`src/rtl/ucd_pkg.sv`:
```
package ucd_pkg;

  localparam int unsigned CMD_W     = 8;
  localparam int unsigned DATA_W    = 16;
  localparam int unsigned BUS_W     = CMD_W + DATA_W;
  localparam int unsigned KEY_LEN   = 5;
  localparam int unsigned NUM_WORDS = 5;

  typedef logic [CMD_W-1:0]  cmd_t;
  typedef logic [DATA_W-1:0] word_t;

  typedef struct packed {
    cmd_t  addr;
    word_t data;
  } access_t;

  typedef struct packed {
    logic psram_we;
    logic wide_wr;
    logic wide_rd;
  } opt_flags_t;

  // word slot indices
  localparam int unsigned W_CTRL0  = 0;
  localparam int unsigned W_CTRL1  = 1;
  localparam int unsigned W_IOSTAT = 2;
  localparam int unsigned W_FBANK  = 3;
  localparam int unsigned W_SBANK  = 4;

  localparam cmd_t OP_OPTS   = 8'hE2;
  localparam cmd_t OP_IDMODE = 8'h90;

  localparam word_t ID_ENTER      = 16'h3500;
  localparam word_t ID_LEAVE      = 16'h4900;
  localparam word_t OPT_PSRAM_SET = 16'h1500;
  localparam word_t OPT_PSRAM_CLR = 16'hD200;
  localparam word_t OPT_WWR_SET   = 16'hDD00;
  localparam word_t OPT_WWR_CLR   = 16'h3900;
  localparam word_t OPT_WRD_SET   = 16'h7E00;
  localparam word_t OPT_WRD_CLR   = 16'h9400;
  localparam word_t EXT_RANGE_VAL = 16'h0630;

  localparam int unsigned CTRL0_FLASH_WE_BIT = 13;
  localparam int unsigned CTRL0_GAME_BIT     = 9;

  function automatic access_t split_bus(input logic [BUS_W-1:0] bus);
    access_t a;
    a.addr = bus[BUS_W-1:DATA_W];
    a.data = bus[DATA_W-1:0];
    return a;
  endfunction

  function automatic access_t key_step(input int unsigned idx);
    access_t k;
    case (idx)
      0:       k = '{addr: 8'hFF, data: 16'hD200};
      1:       k = '{addr: 8'h00, data: 16'h1500};
      2:       k = '{addr: 8'h01, data: 16'hD200};
      3:       k = '{addr: 8'h02, data: 16'h1500};
      4:       k = '{addr: 8'hFE, data: 16'h1500};
      default: k = '0;
    endcase
    return k;
  endfunction

  function automatic cmd_t word_opcode(input int unsigned idx);
    cmd_t c;
    case (idx)
      W_CTRL0:  c = 8'h37;
      W_CTRL1:  c = 8'hEE;
      W_IOSTAT: c = 8'hDA;
      W_FBANK:  c = 8'hC4;
      W_SBANK:  c = 8'hE0;
      default:  c = '0;
    endcase
    return c;
  endfunction

  function automatic opt_flags_t opt_apply(input opt_flags_t cur, input word_t d);
    opt_flags_t n;
    n = cur;
    case (d)
      OPT_PSRAM_SET: n.psram_we = 1'b1;
      OPT_PSRAM_CLR: n.psram_we = 1'b0;
      OPT_WWR_SET:   n.wide_wr  = 1'b1;
      OPT_WWR_CLR:   n.wide_wr  = 1'b0;
      OPT_WRD_SET:   n.wide_rd  = 1'b1;
      OPT_WRD_CLR:   n.wide_rd  = 1'b0;
      default:       n = cur;
    endcase
    return n;
  endfunction

  function automatic logic id_apply(input logic cur, input word_t d);
    if (d == ID_ENTER) return 1'b1;
    if (d == ID_LEAVE) return 1'b0;
    return cur;
  endfunction

endpackage

```
`src/rtl/ucd_key_matcher.sv`:
```
module ucd_key_matcher
  import ucd_pkg::*;
#(
  parameter int unsigned KEY_LEN = ucd_pkg::KEY_LEN
) (
  input  logic    clk,
  input  logic    rst_n,
  input  logic    acc_valid,
  input  access_t acc,
  output logic    cmd_fire,
  output logic    armed
);

  localparam int unsigned STEP_W = $clog2(KEY_LEN + 1);

  logic [STEP_W-1:0]  step_q, step_d;
  logic [KEY_LEN-1:0] hit;
  logic               exp_hit;
  logic               restart_hit;

  for (genvar g = 0; g < KEY_LEN; g++) begin : g_hit
    assign hit[g] = acc_valid && (acc == key_step(g));
  end

  assign armed       = (step_q == STEP_W'(KEY_LEN));
  assign restart_hit = hit[0];
  assign cmd_fire    = acc_valid && armed;

  always_comb begin
    exp_hit = 1'b0;
    for (int i = 0; i < KEY_LEN; i++) begin
      if (step_q == STEP_W'(i)) exp_hit = hit[i];
    end
  end

  always_comb begin
    step_d = step_q;
    if (acc_valid) begin
      if (armed)            step_d = '0;
      else if (exp_hit)     step_d = step_q + STEP_W'(1);
      else if (restart_hit) step_d = STEP_W'(1);
      else                  step_d = '0;
    end
  end

  always_ff @(posedge clk or negedge rst_n) begin
    if (!rst_n) step_q <= '0;
    else        step_q <= step_d;
  end

  p_advance_r3: assert property (@(posedge clk) disable iff (!rst_n)
    (acc_valid && !armed && exp_hit) |=> (step_q == $past(step_q) + STEP_W'(1)));

  p_break_to_idle_r4: assert property (@(posedge clk) disable iff (!rst_n)
    (acc_valid && !armed && !exp_hit && !restart_hit) |=> (step_q == '0));

  p_restart_step2_r5: assert property (@(posedge clk) disable iff (!rst_n)
    (acc_valid && !armed && !exp_hit && restart_hit) |=> (step_q == STEP_W'(1)));

  p_single_command_r6: assert property (@(posedge clk) disable iff (!rst_n)
    cmd_fire |=> (!armed && step_q == '0));

  p_hold_when_quiet_r12: assert property (@(posedge clk) disable iff (!rst_n)
    !acc_valid |=> $stable(step_q));

endmodule

```
`src/rtl/ucd_cmd_decode.sv`:
```
module ucd_cmd_decode
  import ucd_pkg::*;
(
  input  logic                 clk,
  input  logic                 rst_n,
  input  logic                 cmd_fire,
  input  access_t              acc,
  output logic [NUM_WORDS-1:0] word_wr,
  output logic                 opt_wr,
  output logic                 id_wr,
  output logic                 unknown
);

  for (genvar g = 0; g < NUM_WORDS; g++) begin : g_word
    assign word_wr[g] = cmd_fire && (acc.addr == word_opcode(g));
  end

  assign opt_wr  = cmd_fire && (acc.addr == OP_OPTS);
  assign id_wr   = cmd_fire && (acc.addr == OP_IDMODE);
  assign unknown = cmd_fire && !(|word_wr) && !opt_wr && !id_wr;

  p_one_target_r7: assert property (@(posedge clk) disable iff (!rst_n)
    $onehot0({word_wr, opt_wr, id_wr, unknown}));

  p_fire_has_target_r8: assert property (@(posedge clk) disable iff (!rst_n)
    cmd_fire |-> ($countones({word_wr, opt_wr, id_wr, unknown}) == 1));

  p_no_target_idle_r6: assert property (@(posedge clk) disable iff (!rst_n)
    !cmd_fire |-> ({word_wr, opt_wr, id_wr, unknown} == '0));

endmodule

```
`src/rtl/ucd_ctrl_regs.sv`:
```
module ucd_ctrl_regs
  import ucd_pkg::*;
(
  input  logic                              clk,
  input  logic                              rst_n,
  input  logic [NUM_WORDS-1:0]              word_wr,
  input  logic                              opt_wr,
  input  logic                              id_wr,
  input  logic                              unknown,
  input  word_t                             data,
  output logic [NUM_WORDS-1:0][DATA_W-1:0]  words,
  output opt_flags_t                        opts,
  output logic                              id_mode
);

  for (genvar g = 0; g < NUM_WORDS; g++) begin : g_word
    always_ff @(posedge clk or negedge rst_n) begin
      if (!rst_n)          words[g] <= '0;
      else if (word_wr[g]) words[g] <= data;
    end
  end

  always_ff @(posedge clk or negedge rst_n) begin
    if (!rst_n) begin
      opts    <= '0;
      id_mode <= 1'b0;
    end else begin
      if (opt_wr) opts    <= opt_apply(opts, data);
      if (id_wr)  id_mode <= id_apply(id_mode, data);
    end
  end

  p_words_stable_r6: assert property (@(posedge clk) disable iff (!rst_n)
    !(|word_wr) |=> $stable(words));

  p_unknown_ignored_r8: assert property (@(posedge clk) disable iff (!rst_n)
    unknown |=> ($stable(words) && $stable(opts) && $stable(id_mode)));

  p_id_enter_r9: assert property (@(posedge clk) disable iff (!rst_n)
    (id_wr && data == ID_ENTER) |=> id_mode);

  p_id_leave_r9: assert property (@(posedge clk) disable iff (!rst_n)
    (id_wr && data == ID_LEAVE) |=> !id_mode);

  p_id_other_hold_r9: assert property (@(posedge clk) disable iff (!rst_n)
    (id_wr && data != ID_ENTER && data != ID_LEAVE) |=> $stable(id_mode));

  p_opts_stable_r10: assert property (@(posedge clk) disable iff (!rst_n)
    !opt_wr |=> $stable(opts));

  p_psram_set_r10: assert property (@(posedge clk) disable iff (!rst_n)
    (opt_wr && data == OPT_PSRAM_SET) |=> opts.psram_we);

  p_wide_rd_clr_r10: assert property (@(posedge clk) disable iff (!rst_n)
    (opt_wr && data == OPT_WRD_CLR) |=> !opts.wide_rd);

endmodule

```
`src/rtl/ucd_unlock_decoder.sv`:
```
module ucd_unlock_decoder
  import ucd_pkg::*;
(
  input  logic                clk,
  input  logic                rst_n,
  input  logic                bus_valid,
  input  logic [BUS_W-1:0]    bus_addr,
  output logic [DATA_W-1:0]   ctrl0_o,
  output logic [DATA_W-1:0]   ctrl1_o,
  output logic [DATA_W-1:0]   iostat_o,
  output logic [DATA_W-1:0]   fbank_o,
  output logic [DATA_W-1:0]   sbank_o,
  output logic                psram_we_o,
  output logic                wide_wr_o,
  output logic                wide_rd_o,
  output logic                id_mode_o,
  output logic                flash_we_o,
  output logic                game_flash_o,
  output logic                ext_range_o,
  output logic                armed_o
);

  access_t                          acc;
  logic                             cmd_fire;
  logic                             armed;
  logic [NUM_WORDS-1:0]             word_wr;
  logic                             opt_wr;
  logic                             id_wr;
  logic                             unknown;
  logic [NUM_WORDS-1:0][DATA_W-1:0] words;
  opt_flags_t                       opts;
  logic                             id_mode;

  assign acc = split_bus(bus_addr);

  ucd_key_matcher #(.KEY_LEN(KEY_LEN)) u_match (
    .clk       (clk),
    .rst_n     (rst_n),
    .acc_valid (bus_valid),
    .acc       (acc),
    .cmd_fire  (cmd_fire),
    .armed     (armed)
  );

  ucd_cmd_decode u_dec (
    .clk      (clk),
    .rst_n    (rst_n),
    .cmd_fire (cmd_fire),
    .acc      (acc),
    .word_wr  (word_wr),
    .opt_wr   (opt_wr),
    .id_wr    (id_wr),
    .unknown  (unknown)
  );

  ucd_ctrl_regs u_regs (
    .clk     (clk),
    .rst_n   (rst_n),
    .word_wr (word_wr),
    .opt_wr  (opt_wr),
    .id_wr   (id_wr),
    .unknown (unknown),
    .data    (acc.data),
    .words   (words),
    .opts    (opts),
    .id_mode (id_mode)
  );

  assign ctrl0_o      = words[W_CTRL0];
  assign ctrl1_o      = words[W_CTRL1];
  assign iostat_o     = words[W_IOSTAT];
  assign fbank_o      = words[W_FBANK];
  assign sbank_o      = words[W_SBANK];
  assign psram_we_o   = opts.psram_we;
  assign wide_wr_o    = opts.wide_wr;
  assign wide_rd_o    = opts.wide_rd;
  assign id_mode_o    = id_mode;
  assign flash_we_o   = ctrl0_o[CTRL0_FLASH_WE_BIT];
  assign game_flash_o = ctrl0_o[CTRL0_GAME_BIT];
  assign ext_range_o  = (ctrl1_o == EXT_RANGE_VAL);
  assign armed_o      = armed;

  p_ext_range_on_r11: assert property (@(posedge clk) disable iff (!rst_n)
    (word_wr[W_CTRL1] && acc.data == EXT_RANGE_VAL) |=> ext_range_o);

  p_ctrl0_loaded_r7: assert property (@(posedge clk) disable iff (!rst_n)
    word_wr[W_CTRL0] |=> (ctrl0_o == $past(acc.data)));

  p_fire_only_armed_r3: assert property (@(posedge clk) disable iff (!rst_n)
    $rose(armed_o) |-> !$past(armed_o));

endmodule

```
`config.mk`:
```
export PLATFORM = sky130hd
export DESIGN_NAME = ucd_unlock_decoder
export DESIGN_NICKNAME = d
export VERILOG_FILES = /design/src/rtl/ucd_pkg.sv /design/src/rtl/ucd_key_matcher.sv /design/src/rtl/ucd_cmd_decode.sv /design/src/rtl/ucd_ctrl_regs.sv /design/src/rtl/ucd_unlock_decoder.sv
export SDC_FILE = /design/constraint.sdc
export NUM_CORES = 1
export LEC_CHECK = 0
export BUFFER_PORTS_ARGS = -buffer_cell sky130_fd_sc_hd__buf_2
export CAP_MARGIN = 15
export CORE_MARGIN = 2
export CORE_UTILIZATION = 47
export CTS_CLUSTER_DIAMETER = 50
export DETAILED_ROUTE_END_ITERATION = 16
export PLACE_DENSITY_LB_ADDON = 0.08
export SYNTH_ARGS = -nofsm -noshare
export SYNTH_HDL_FRONTEND = slang
export SYNTH_SLANG_ARGS = --single-unit
```
`constraint.sdc`:
```
create_clock -name clk -period 3 [get_ports clk]
set_input_delay 0.6 -clock clk [delete_from_list [all_inputs] [get_ports clk]]
set_output_delay 0.6 -clock clk [all_outputs]
set_load 0.02 [all_outputs]
```
* After elaboration in Yosys (flattened, before gate mapping) *
Index checks and enable logic that the tools add are counted.

storage, ports and cells
  bits in registers = 87
  output and inout port bits = 88
  RAM bits = 0
  word-level logic and storage cells = 79
  ROM bits = 0
  memories = 0
  bits in latches = 0
  bits of input ports = 27

operators by class
  shift-type cells = 0
  $add $sub $neg = 1
  div/mod/pow operators = 0
  multiplexer cells = 20
  equality and inequality tests = 26
  order comparisons = 0
  reductions and logical operators = 22
  bitwise operators = 0
  $mul = 0

operator list
  kind                  number
  $eq 16x16->1 const B  3
  $eq 24x24->1 const B  2
  $eq 8x8->1 const B    6
  $eq 16x14->1 const B  2
  $eq 16x15->1 const B  2
  $eq 24x13->1 const B  1
  $eq 24x17->1 const B  1
  $eq 24x18->1 const B  1
  $eq 16x11->1 const B  1
  $eq 16x13->1 const B  1
  $mux 1                15
  $logic_and 1x1->1     13
  $eq 8x6->1 const B    1
  $reduce_and 2->1      4
  $reduce_bool 2->1     4
  $eq 3x2->1 const B    2
  $eq 3x3->1 const B    2
  $mux 3                2
  $pmux 1 s2            3
  $add 3x1->3 const B   1
  $eq 3x1->1 const B    1
  $logic_not 3->1       1

* Depth between registers and ports, before layout *
  word-level depth = 9
  gate-level depth with buffers = 8
  gate-level depth less buffers = 8

* Modules after synthesis *
Synthesis repeated with hierarchy kept, for this count alone.

second synthesis, totals
  cell total of the unflattened synthesis = 294
  area total of the unflattened synthesis = 3956.3 µm²

by module, submodules not included
  module              instances  cells each  area each (µm²)  sequential area each (µm²)
  ucd_ctrl_regs       1          210         3271.9           2102.0
  ucd_key_matcher     1          50          425.4            75.1
  ucd_cmd_decode      1          27          188.9            0.0
  ucd_unlock_decoder  1          7           70.1             0.0

* Worst setup path before layout *
OpenSTA, ideal clock, no wires.

  path type = input-to-reg
  from = input port bus_valid
  to = register u_regs.words[37] (netlist bit)
  stages = 6
  path slack = 0.727 ns
  setup time = 0.125 ns
  data arrival time = 2.148 ns
  buffers on the path = 2
  required time = 2.875 ns
  cells stage by stage = buf_4 > nand3_2 > or3b_4 > nor4_4 > buf_6 > mux2_2

between the ends
  cells in the longest elaborated chain, start to end = 2

RTL lines
  what                             RTL line                 RTL
  from (decl)                      ucd_unlock_decoder.sv:6  input logic bus_valid,
  $logic_and 1x1->1                ucd_key_matcher.sv:27    assign cmd_fire = acc_valid && armed;
  $logic_and 1x1->1                ucd_cmd_decode.sv:15     assign word_wr[g] = cmd_fire && (acc.addr == word_opcode(g));
  to (signal, indexed assignment)  ucd_ctrl_regs.sv:19      else if (word_wr[g]) words[g] <= data;
  to (decl)                        ucd_ctrl_regs.sv:11      output logic [NUM_WORDS-1:0][DATA_W-1:0] words,

No other way between the ends.
A chain may end at the register's enable or synchronous reset.

* Worst setup path after layout *
  from = register u_match.step_q[1]
  to = register u_regs.words[42] (netlist bit)

between the ends
  cells in the longest elaborated chain, start to end = 3

RTL lines
  what                    RTL line               RTL
  from (decl)             ucd_key_matcher.sv:16  logic [STEP_W-1:0] step_q, step_d;
  from (signal assigned)  ucd_key_matcher.sv:48  else step_q <= step_d;
  $eq 3x3->1              ucd_key_matcher.sv:25  assign armed = (step_q == STEP_W'(KEY_LEN));
  $logic_and 1x1->1       ucd_key_matcher.sv:27
  $logic_and 1x1->1       ucd_cmd_decode.sv:15

No other way between the ends.

==> out/summary.md <==
At the later pin of the worst-skew pair, clock insertion delay measures 0.35 ns. Counting flops with a built-in enable in the synthesized netlist gives 0. Along the worst path, the maximum fanout reaches 16. Global routing used 7.14% of the available met3 tracks. The analysis attributes to net switching a power of 485 uW. A synthesized cell averages 13.8 um^2. By area the synthesized netlist is led by dfrtp_1 57%, mux2_2 23%, ha_1 1.6%. The number of warning messages in the yosys log was 0; the DRC violation total after the first TritonRoute iteration was 122. The number of violations of the max-capacitance limit is 0, and the total power density per cell area is 472 nW/um^2. After the last flow step, the layout net total stands at 427. The minimum clock period after layout works out to 2.31 ns. Of all flip-flops after synthesis, the portion carrying an async set or reset was 100%. Entering global routing, the biggest net connects 49 pins. The master cell of the clock root buffer is clkbuf_8.

Summing over every cut layer, the via total after detailed routing is 2,793. The critical path required time came out at 3.24 ns. For the count of pins on the block boundary, the log shows 115.

Measured against its own limit, the worst slew margin works out to 59.6%. The H-tree depth reported by CTS was 3. The maximum operating frequency is 433 MHz.

The synthesized design contains 87 register bits. VDD sags by at most 0.351 mV. The logs give 0 for the count of pins over their slew limit and 0 for the initial antenna violation count.

Net switching is 21.7% of the power. 0 antenna diodes ended up in the layout. The finished cells cover 4730 um^2. The clock slew at the register clock pins of the worst setup and hold paths came out at 0.09 ns.

The final setup violation count was 0. In the final layout, flip-flops and latches occupy 2180 um^2. The post-layout instance count excluding filler cells was 501. Layer with the highest usage after global routing: met2. For the arrival time of data at the critical path endpoint, the log shows 2.55 ns.

The die is 94.2 um tall. In this run, flip-flops and latches consume 52.4% of the power. Of the total power, the clock network draws 43.4%. The largest total area in the synthesized netlist belongs to dfrtp_1. The width of the chip is 94.2 um, and the cell area after synthesis is 3820 um^2.

Adding up every negative setup slack in the final design gives 0 ns. The flow ran to the end, and the final reports show no timing, DRC or antenna violations. Between clock sinks in the finished design, the worst skew comes to 0.00557 ns.

The tools report the met1 track demand over resource in global routing as 30.1%. The tools report the internal power component as 1750 uW. The remaining number of nets flagged by the antenna check after routing came out at 0. Wires add up to 9.16 mm.

In the final routed layout, each cell accounts on average for 18.3 um. The run gives 14.6 mm as the wire length of the first global-routing pass. The worst setup path is launched from a register.

The final worst-path cycle share is 77.1%, and the number of placed cells counting well taps is 486. The pre-antenna-repair detailed-routing pass consisted of 5 iterations. Once placement finished, the instance area stood at 4500 um^2. Post-CTS timing repair inserted 0 buffers for setup. The core utilization of the finished layout was 60.6%.

The HPWL after detailed placement is 6.74 mm. The floorplan has 32 rows. The tree built by TritonCTS fans out to 87 sinks. After filler insertion, the fill cell instance count of the layout stands at 663. Port buffering added 114 buffers. The commonest cells after synthesis are 87 x dfrtp_1, 79 x mux2_2, 7 x inv_1, 7 x nand2_1.

Full die area: 8870 um^2. After detailed routing, the number of remaining DRC violations is 0. In the post-synthesis netlist, the cell with the most instances is dfrtp_1.

The most instantiated flip-flop cell in the synthesis netlist is dfrtp_1. The fraction of post-synthesis cell area in the top cell type by area is 56.9%, and the maximum count of clock buffers along a single path is 2. For this configuration, the core starts out at a cell density of 49.0%. The logs give 43 for the number of different library cells in the post-synthesis netlist and 0.00263 uW for the leakage power of the design.

The fraction of layout cells with a size suffix above 1 was 54.9%; the vias per cell was 5.57. Number of cells produced by synthesis: 278. For the via count of the first global-routing pass, the log shows 2,779. For the pin with the worst max-slew slack, the measured transition is 0.606 ns.

The total overflow left after global routing is 0. Per report_power, the combinational group accounts for 4.2% of the total. The relative area change from synthesis to final layout works out to 23.8%. The startpoint-to-endpoint class of the critical path is register to register. In the final layout, the multi-input gates occupy 1530 um^2.

The number of cells upsized or downsized after cts came out at 0. The min-delay analysis places its worst path in the category input port to asynchronous set/reset pin. Global routing met2 resource utilization: 32.3%.

The synthesized netlist net count is 310, and the total global routing track utilization is 21.8%. Clock tree synthesis inserted a total of 9 buffers. The final number of hold-violating endpoints was 0; the final weighted congestion in routability-driven placement was 0.942.

The hold buffer count at cts is 0. Setup repair after global routing left no endpoint under its margin. TritonCTS built the clock tree.

For the sequential cell area fraction in the yosys report, the log shows 56.9%. The region available for standard cell placement spans 7810 um^2. The worst setup path is captured at a register.
-- kinds of logic after synthesis --
kind of cell / count (synthesis) / share of synthesized area [%]
buffers and inverters: 23 / 2.94
DFF: 87 / 56.9
and+or+nand+nor: 66 / 12.0
AOI/OAI and AO/OA: 18 / 3.17
adders and majority gates: 5 / 1.64
muxes: 79 / 23.3
-- registers in the layout, summed over array words and instances, names as in the netlist --
name / flops
u_regs.opts: 3
u_regs.words: 80
u_regs.id_mode: 1
u_match.step_q: 3
-- final cells by class --
class,count,area share (%)
well taps,102,2.70
repair buffers,122,13.4
inverters,7,0.555
multi-input cells,168,32.4
flip-flops and latches,87,46.0
clock buffers,10,2.70
clock inverters,5,2.25
-- worst paths after layout --
path	start	endpoint	slack, ns	depth (start not counted)
setup / recovery	u_match.step_q[1]$_DFFE_PN0P_	u_regs.words[42]$_DFFE_PN0P_	0.69	7
hold / removal	rst_n	u_regs.words[11]$_DFFE_PN0P_	0.24	1
setup reg to reg	u_match.step_q[1]$_DFFE_PN0P_	u_regs.words[42]$_DFFE_PN0P_	0.69	7
hold reg to reg	u_regs.words[66]$_DFFE_PN0P_	u_regs.words[66]$_DFFE_PN0P_	0.51	1
max in group asynchronous	rst_n	u_regs.words[0]$_DFFE_PN0P_	2.02	2
min in group clk	u_regs.words[66]$_DFFE_PN0P_	u_regs.words[66]$_DFFE_PN0P_	0.51	1
-- power groups by stage --
stage | Combinational (uW) | Sequential (uW) | Clock (uW)
after global routing | 106 | 1170 | 1030
after CTS | 94.7 | 1170 | 989
after detailed placement | 94.6 | 1200 | 0
final | 93.4 | 1170 | 970
after floorplan | 27.2 | 1200 | 0
after global placement | 94.6 | 1200 | 0
-- placed cells by master (no fill, tap or decap), drive strengths merged, types with 4 or more instances in the layout --
cell type,Yosys,layout
nand2,7,7
dfrtp,87,87
nor4,8,8
nor4b,6,6
buf,9,122
inv,7,8
and4,4,4
a21oi,4,4
nor2,5,5
ha,5,5
nand3,5,5
nand3b,4,4
mux2,79,79
nand4,6,6
clkbuf,7,10
-- worst max-delay path, stage by stage (launching register included) --
cell,delay (ns)
dfrtp_1,0.41
inv_1,0.11
ha_1,0.24
nand3_2,0.14
or3b_4,0.42
nor4_4,0.20
buf_4,0.31
mux2_2,0.37
-- layer usage --
metal / vias up / share of wire (%)
met5: - / 0
met2: 91 / 47
met4: 0 / 1.7
li1: 1270 / -
met1: 1419 / 44
met3: 13 / 7.4
-- through the flow --
stage,hold slack [ns],worst slack (ns),total power (uW)
after floorplan,0.304,0.727,1220
after global placement,0.482,0.614,1290
after detailed placement,0.488,0.620,1290
after CTS,0.268,0.680,2260
after global routing,0.305,0.549,2310
final,0.244,0.688,2240
Power figures use the tool's default switching activity.
